### src/rtl/ring_rogue_pkg.sv
package ring_rogue_pkg;
  localparam int NUM_ROLES = 2;

  typedef enum logic [1:0] {
    VERDICT_FWD   = 2'd0,
    VERDICT_STRIP = 2'd1,
    VERDICT_ROGUE = 2'd2
  } verdict_e;
endpackage

### src/rtl/rr_classify.sv
module rr_classify
  import ring_rogue_pkg::*;
#(
  parameter int ID_W  = 8,
  parameter int ROLES = NUM_ROLES
) (
  input  logic [ID_W-1:0]  src,
  input  logic [ID_W-1:0]  node_id,
  input  logic [ROLES-1:0] mark_in,
  input  logic [ROLES-1:0] role_en,
  output verdict_e         verdict,
  output logic [ROLES-1:0] mark_out
);
  logic [ROLES-1:0] hit;

  for (genvar k = 0; k < ROLES; k++) begin : g_role
    assign hit[k]      = role_en[k] & mark_in[k];
    assign mark_out[k] = mark_in[k] | role_en[k];
  end

  // originator stripping outranks the rogue check
  always_comb begin
    if (src == node_id)  verdict = VERDICT_STRIP;
    else if (|hit)       verdict = VERDICT_ROGUE;
    else                 verdict = VERDICT_FWD;
  end
endmodule

### src/rtl/rr_out_stage.sv
module rr_out_stage #(
  parameter int W = 8
) (
  input  logic         clk,
  input  logic         rst_n,
  input  logic         up_valid,
  output logic         up_ready,
  input  logic [W-1:0] up_data,
  output logic         dn_valid,
  input  logic         dn_ready,
  output logic [W-1:0] dn_data
);
  assign up_ready = !dn_valid || dn_ready;

  always_ff @(posedge clk) begin
    if (!rst_n) begin
      dn_valid <= 1'b0;
      dn_data  <= '0;
    end else if (up_ready) begin
      dn_valid <= up_valid;
      if (up_valid) dn_data <= up_data;
    end
  end


  stall_hold_chk: assert property (@(posedge clk) disable iff (!rst_n)
    (dn_valid && !dn_ready) |=> (dn_valid && $stable(dn_data)));
endmodule

### src/rtl/rr_fault_flag.sv
module rr_fault_flag (
  input  logic clk,
  input  logic rst_n,
  input  logic set_i,
  input  logic clr_i,
  input  logic irq_en,
  output logic flag,
  output logic irq
);
  always_ff @(posedge clk) begin
    if (!rst_n)      flag <= 1'b0;
    else if (set_i)  flag <= 1'b1;
    else if (clr_i)  flag <= 1'b0;
  end

  assign irq = flag & irq_en;


  fault_set_chk: assert property (@(posedge clk) disable iff (!rst_n)
    set_i |=> flag);

  fault_sticky_chk: assert property (@(posedge clk) disable iff (!rst_n)
    (flag && !clr_i) |=> flag);

  fault_clear_chk: assert property (@(posedge clk) disable iff (!rst_n)
    (clr_i && !set_i) |=> !flag);
endmodule

### src/rtl/ring_rogue_filter.sv
module ring_rogue_filter
  import ring_rogue_pkg::*;
#(
  parameter int ID_W   = 8,
  parameter int DATA_W = 32
) (
  input  logic              clk,
  input  logic              rst_n,
  input  logic [ID_W-1:0]   node_id,
  input  logic              rm0_en,
  input  logic              rm1_en,
  input  logic              in_valid,
  output logic              in_ready,
  input  logic [ID_W-1:0]   in_src,
  input  logic [1:0]        in_mark,
  input  logic [DATA_W-1:0] in_payload,
  output logic              out_valid,
  input  logic              out_ready,
  output logic [ID_W-1:0]   out_src,
  output logic [1:0]        out_mark,
  output logic [DATA_W-1:0] out_payload,
  output logic              own_seen,
  input  logic              fault_clr,
  input  logic              irq_en,
  output logic              fault_flag,
  output logic              irq
);
  localparam int PKT_W = ID_W + NUM_ROLES + DATA_W;

  verdict_e             verdict;
  logic [NUM_ROLES-1:0] mark_fwd;
  logic                 stage_ready;
  logic                 drop;
  logic                 take;
  logic [PKT_W-1:0]     pkt_in;
  logic [PKT_W-1:0]     pkt_out;

  rr_classify #(.ID_W(ID_W), .ROLES(NUM_ROLES)) u_classify (
    .src      (in_src),
    .node_id  (node_id),
    .mark_in  (in_mark),
    .role_en  ({rm1_en, rm0_en}),
    .verdict  (verdict),
    .mark_out (mark_fwd)
  );

  assign drop     = (verdict != VERDICT_FWD);
  assign in_ready = drop || stage_ready;
  assign take     = in_valid && in_ready;
  assign pkt_in   = {in_src, mark_fwd, in_payload};

  rr_out_stage #(.W(PKT_W)) u_stage (
    .clk      (clk),
    .rst_n    (rst_n),
    .up_valid (in_valid && !drop),
    .up_ready (stage_ready),
    .up_data  (pkt_in),
    .dn_valid (out_valid),
    .dn_ready (out_ready),
    .dn_data  (pkt_out)
  );

  assign {out_src, out_mark, out_payload} = pkt_out;

  always_ff @(posedge clk) begin
    if (!rst_n) own_seen <= 1'b0;
    else        own_seen <= take && (verdict == VERDICT_STRIP);
  end

  rr_fault_flag u_fault (
    .clk    (clk),
    .rst_n  (rst_n),
    .set_i  (take && (verdict == VERDICT_ROGUE)),
    .clr_i  (fault_clr),
    .irq_en (irq_en),
    .flag   (fault_flag),
    .irq    (irq)
  );


  own_pulse_chk: assert property (@(posedge clk) disable iff (!rst_n)
    (in_valid && in_ready && in_src == node_id) |=> own_seen);

  no_own_fwd_chk: assert property (@(posedge clk) disable iff (!rst_n)
    out_valid |-> (out_src != node_id));

  drop_accept_chk: assert property (@(posedge clk) disable iff (!rst_n)
    (in_valid && in_src == node_id) |-> in_ready);
endmodule

### config.mk
export PLATFORM = sky130hd
export DESIGN_NAME = ring_rogue_filter
export DESIGN_NICKNAME = d
export VERILOG_FILES = /design/src/rtl/ring_rogue_pkg.sv /design/src/rtl/rr_classify.sv /design/src/rtl/rr_out_stage.sv /design/src/rtl/rr_fault_flag.sv /design/src/rtl/ring_rogue_filter.sv
export SDC_FILE = /design/constraint.sdc
export NUM_CORES = 1
export LEC_CHECK = 0
export ABC_AREA = 0
export CORE_MARGIN = 10
export CORE_UTILIZATION = 50
export CTS_CLUSTER_DIAMETER = 80
export DETAILED_ROUTE_END_ITERATION = 7
export DONT_BUFFER_PORTS = 1
export GPL_TIMING_DRIVEN = 0
export PLACE_DENSITY_LB_ADDON = 0.2
export SYNTH_ARGS = -nofsm -noshare
export SYNTH_HDL_FRONTEND = slang
export SYNTH_SLANG_ARGS = --single-unit
### constraint.sdc
create_clock -name clk -period 2.11 [get_ports clk]
set_clock_uncertainty 0.15 [all_clocks]
set_input_delay 0.5275 -clock clk [delete_from_list [all_inputs] [get_ports clk]]
set_output_delay 0.5275 -clock clk [all_outputs]
set_load 0.01 [all_outputs]
==> impl_results.md, run 1 <==
* RSZ-0062 raised after global routing: false
* CP Data Required Time at 1430 ps
* Clk sinks at 45
* Critical path's largest stage delay at 320 ps
* Fin crit share at 0.902
* Hold Path Class: input pin to flop
* Leakage Power at 0.806 nW
* Post-cts sizing count at 0
* Setup TNS at 0 ps
* Layout cells sized above 1 at 0.0783
* Worst-path clk slew at 70 ps
* Commonest non-fill, non-tap cell in the layout: nand2_1
* Global Route Usage Sum at 0.147
* # IOs at 105
* Core ar. at 3720 um^2
* Final nets at 275
* Horiz. Die Dim at 82.4 um
* Count of different cell masters after synthesis at 22
* Final ANT Viol Nets at 0
* Placed cell area at 2010 um^2
* Die area at 6790 um^2
* Final instance area at 2100 um^2
* FMAX at 525 MHz
* FF+latch count, synth at 45
* Startpoint Class: input pin
* Via/cell ratio at 5.44
* Fin crit period at 1900 ps
* CP Class: input pin to output pin
* Setup slack after layout at 206 ps
* Die height at 82.4 um
* Crit end category: output pin
* Diodes inserted at 0
* GP Congestion at 0.796
* Skew-Pair Late Insertion Delay at 290 ps
* DP HPWL at 4.28 mm
* Syn nets at 268
* Post-route DRC violation count at 0
* Synth warnings at 0
* Final Max Tran Viols at 0
* Slew HR at 0.674
* Number of hold buffers added after CTS at 0
* Maximum clock insertion buffer count at 2
* Synth Cell Area at 1950 um^2
* H-tree Lvls at 2
* Port Buf Inserts at 0
* Total vias in the final route at 1442
* Vias in the first global route at 1552
* Area of the multi-input gates at 955 um^2
* CP delay by family, top: compound AO/OA/AOI/OAI gates
* Largest net degree at the start of global routing at 13
* Detailed Routing Iterations Pass 1 at 4
* Initial DRC count at 55
* Overall power consumption at 1.69 mW
* Final Hold Vio Count at 0
* P per Cell Area at 804 nW/um^2
* Slowest CP cell: o211ai_1
* Most used cells in the layout excluding fill and tap cells: nand2_1, dfxtp_1, mux2i_1
* Crit-path cells: xnor2_1 -> nand4_1 -> o211ai_1
* Worst hold slack at 221 ps
* First-pass GRT wire length at 7.69 mm
* Maximum vdd drop at 0.475 mV
* Max-cap violation count at 0
* Number of setup violations in the final report at 0
* Root buffer cell: clkbuf_8
* Wirelength, routed at 5.16 mm
* Congestion Overflow GR at 0
* CTS Buf Count at 5
* Mapped Cells at 210
* Worst-margin pin slew at 488 ps
* CTS tree: done
* Num rows at 22
* Register area share after synthesis at 0.463
* Seq. cell area at 901 um^2
* # fillers at 336
* Dpl ws at 60.1 ps
* Setup bufs post-CTS at 0
* Initial antenna violation count at 0
* Status: finished clean
* WL/cell at 19.5 um
* Buf/Inv on CP at 0
* Starting density of the core at 0.524
* Worst EP arrival at 1230 ps
* Avg Inst Size Synth at 9.27 um^2
* Crit path max fanout at 2
* P&R area growth vs syn at 7.65%
[cell usage after synthesis, drive strengths merged]
| library cell | number | area (um^2) |
|---|---|---|
| nor2b | 2 | 12.5 |
| a21oi | 2 | 10.0 |
| and2 | 1 | 6.26 |
| mux2i | 40 | 400 |
| nand3 | 2 | 10.0 |
| nand2 | 81 | 304 |
| o211ai | 1 | 7.51 |
| nor3 | 2 | 10.0 |
| a211oi | 1 | 20.0 |
| buf | 5 | 63.8 |
| a22oi | 1 | 12.5 |
| and4 | 2 | 22.5 |
| clkbuf | 8 | 30.0 |
| nand2b | 1 | 6.26 |
| and3 | 1 | 6.26 |
| o21a | 2 | 15.0 |
| nand4 | 2 | 12.5 |
| o221a | 2 | 22.5 |
| xnor2 | 8 | 70.1 |
| nor2 | 1 | 3.75 |
| dfxtp | 45 | 901 |
[report_power, final]
group          switching (mW)  internal [mW]  leakage, nW
sequential             0.0652          0.902        0.369
clock                   0.262          0.260       0.0443
combinational           0.104         0.0930        0.393
total                   0.431           1.25        0.806
[area by class of cell]
class	count	share of cell area
Clock buffer	7	0.0412
Tap cell	48	0.0287
Buffer	13	0.0448
Sequential cell	45	0.430
Multi-Input combinational cell	152	0.456
[path summary, 6_finish.rpt]
path	slack [ps]	end	cells after the start	startpoint
max	210	in_ready	3	in_src[7]
min reg2reg	360	u_stage.dn_data[30]	2	u_stage.dn_data[30]
max reg2reg	430	u_stage.dn_data[17]	4	u_stage.dn_valid
min	220	u_stage.dn_data[34]	2	in_src[0]
[kinds of logic (layout without fill, tap and decap cells)]
group / Yosys count / in the layout / synth area share
AO/OA/AOI/OAI: 9 / 9 / 0.0450
XOR/XNOR: 8 / 8 / 0.0360
buffers and inverters: 13 / 20 / 0.0482
flip-flops: 45 / 45 / 0.463
multiplexers: 40 / 40 / 0.206
AND/OR/NAND/NOR: 95 / 95 / 0.202
[stage by stage]
step / std cells / util
after floorplan: 210 / -
after global placement: 258 / 0.540
after detailed placement: 258 / 0.540
after CTS: 265 / 0.563
after global routing: 265 / 0.564
final: 265 / 0.564
[flip-flops by register name, summed over array words and instances, names as in the netlist]
name              flops
u_stage.dn_data      42
own_seen              1
u_fault.flag          1
u_stage.dn_valid      1
[routing by layer]
metal,vias to the layer above,wire (um),share of wire,track usage
met3,6,813,0.16,0.0961
met2,69,2590,0.50,0.250
met5,-,0,0,0
li1,701,-,-,-
met4,0,55,0.011,0.0493
met1,666,1700,0.33,0.143
(Power assumes the default switching activity.)
==> run 2, diff against run 1 <==
- CORE_ASPECT_RATIO: default -> 0.7
- CORE_MARGIN: 10 -> 2
==> run 2 against run 1 <==
  * Cell count is 1.1% higher
  * Non-clock buffer count stayed put
  * Die area is 35% lower
  * Routed wire length is 16% lower
  * Sequential share of layout area is 0.61 points lower
  * Total power is 8.2% higher
  * Maximum frequency is 5.0% lower
  * Largest cell class unchanged
  * Highest routed layer unchanged
==> impl_results.md, run 2 (synthesis gave the netlist of run 1 again) <==
* Dpl ws at 52.5 ps (-7.66 ps)
* Fin crit share at 0.950 (+0.0472)
* Setup slack after layout at 107 ps (-99.5 ps)
* Most used cells in the layout excluding fill and tap cells: nand2_1, dfxtp_1, mux2i_1
* Layout cells sized above 1 at 0.0780 (-0.000359)
* Maximum clock insertion buffer count at 2 (unchanged)
* First-pass GRT wire length at 6.89 mm (-10%)
* Leakage Power at 0.820 nW (+1.7%)
* Placed cell area at 2010 um^2 (+0.13%)
* CP Class: flop to output pin
* Switching power at 444 uW (+2.9%)
* Number of hold buffers added after CTS at 0 (unchanged)
* R2R cell count at 4 (unchanged)
* Diodes inserted at 0 (unchanged)
* CP Data Required Time at 1430 ps (about the same)
* GP Congestion at 0.889 (+12%)
* Overall power consumption at 1.82 mW (+8.2%)
* Hold Path Class: input pin to flop
* Root buffer cell: clkbuf_8
* P per Cell Area at 858 nW/um^2 (+6.7%)
* WL/cell at 16.1 um (-17%)
* Crit path max fanout at 5 (+3)
* Largest net degree at the start of global routing at 14 (+1)
* Horiz. Die Dim at 78.6 um (-4.6%)
* Final nets at 275 (unchanged)
* Vias in the first global route at 1500 (-3.4%)
* FMAX at 499 MHz (-5.0%)
* CTS Buf Count at 5 (unchanged)
* CTS tree: done
* Starting density of the core at 0.537 (+0.0130)
* Skew-Pair Late Insertion Delay at 280 ps (about the same)
* Wirelength, routed at 4.31 mm (-16%)
* # fillers at 335 (-0.30%)
* Clock Power Share at 0.363 (+0.054)
* Clk sinks at 45 (unchanged)
* Crit end category: output pin
* Max reg flops at 42 (unchanged)
* Port Buf Inserts at 0 (unchanged)
* DP HPWL at 3.34 mm (-22%)
* Number of setup violations in the final report at 0 (unchanged)
* Fin crit period at 2000 ps (+99.5 ps)
* Worst-path clk slew at 90 ps (+20 ps)
* Congestion Overflow GR at 0 (unchanged)
* Slew HR at 0.664 (-0.0103)
* Startpoint Class: flop
* Via/cell ratio at 5.38 (-1.2%)
* Maximum vdd drop at 0.419 mV (-12%)
* Post-route DRC violation count at 0 (unchanged)
* Max-cap violation count at 0 (unchanged)
* Global Route Usage Sum at 0.201 (+0.0533)
* RSZ-0062 raised after global routing: false
* Worst hold slack at 217 ps (-3.82 ps)
* Area of the multi-input gates at 952 um^2 (-0.26%)
* Setup bufs post-CTS at 0 (unchanged)
* P&R area growth vs syn at 9.19%
* Final Max Tran Viols at 0 (unchanged)
* H-tree Lvls at 2 (unchanged)
* Flop pwr share at 0.528 (-0.046)
* Worst-margin pin slew at 503 ps (+15.4 ps)
* Hold path depth at 2 (unchanged)
* Final instance area at 2130 um^2 (+1.4%)
* Detailed Routing Iterations Pass 1 at 4 (unchanged)
* Initial antenna violation count at 0 (unchanged)
* Worst EP arrival at 1330 ps (+100 ps)
* Pint at 1.38 mW (+10%)
* Switching Share at 0.243 (-0.0126)
* Comb power frac at 0.109 (-0.008)
* Post-cts sizing count at 0 (unchanged)
* Die height at 56.2 um (-32%)
* Top reg by flops: u_stage.dn_data
* Total vias in the final route at 1441 (-0.069%)
* Setup TNS at 0 ps (unchanged)
* Commonest non-fill, non-tap cell in the layout: nand2_1
* # IOs at 105 (unchanged)
* Final Hold Vio Count at 0 (unchanged)
* Num rows at 18 (-18%)
* Die area at 4420 um^2 (-35%)
* Initial DRC count at 34 (-38%)
* Core ar. at 3630 um^2 (-2.4%)
* Final ANT Viol Nets at 0 (unchanged)
* Seq. cell area at 901 um^2 (unchanged)
* Status: finished clean
-- run 2: power groups by stage --
| stage | Clock [mW] | Combinational, mW | Sequential, mW |
|---|---|---|---|
| floorplan | 0 | 0.168 | 0.971 |
| global route | 0.711 | 0.222 | 0.969 |
| global placement | 0 | 0.189 | 0.981 |
| detailed placement | 0 | 0.203 | 0.983 |
| CTS | 0.678 | 0.202 | 0.964 |
| finish | 0.662 | 0.199 | 0.963 |
-- run 2: cell type report --
class / instances / area share
multi-input cells: 152 / 0.448
flip-flops and latches: 45 / 0.424
plain buffers: 13 / 0.0441
clock inverters: 1 / 0.0141
well taps: 50 / 0.0294
clock buffers: 7 / 0.0406
-- run 2: per-layer routing --
metal / GRT usage / vias up / routed length (um)
met5: 0 / - / 0
met4: 0.0777 / 0 / 74
met3: 0.0747 / 6 / 367
met2: 0.347 / 62 / 2090
met1: 0.224 / 666 / 1780
li1: - / 707 / -
-- run 2: critical path: stages (launching register included) --
cell	delay (ps)
dfxtp_1	390
nor2b_1	410
o211ai_1	250
-- run 2: path summary, 6_finish.rpt --
| check | slack, ps | start | endpoint |
|---|---|---|---|
| setup / recovery | 110 | u_stage.dn_valid | in_ready |
| hold / removal | 220 | in_payload[26] | u_stage.dn_data[26] |
| setup reg to reg | 410 | u_stage.dn_valid | u_stage.dn_data[10] |
| hold reg to reg | 360 | u_stage.dn_data[8] | u_stage.dn_data[8] |
-- run 2: metrics by stage --
step / utilization / cells
global placement: 0.554 / 260
detailed placement: 0.554 / 260
finish: 0.586 / 268
global route: 0.586 / 268
floorplan: - / 210
CTS: 0.586 / 268
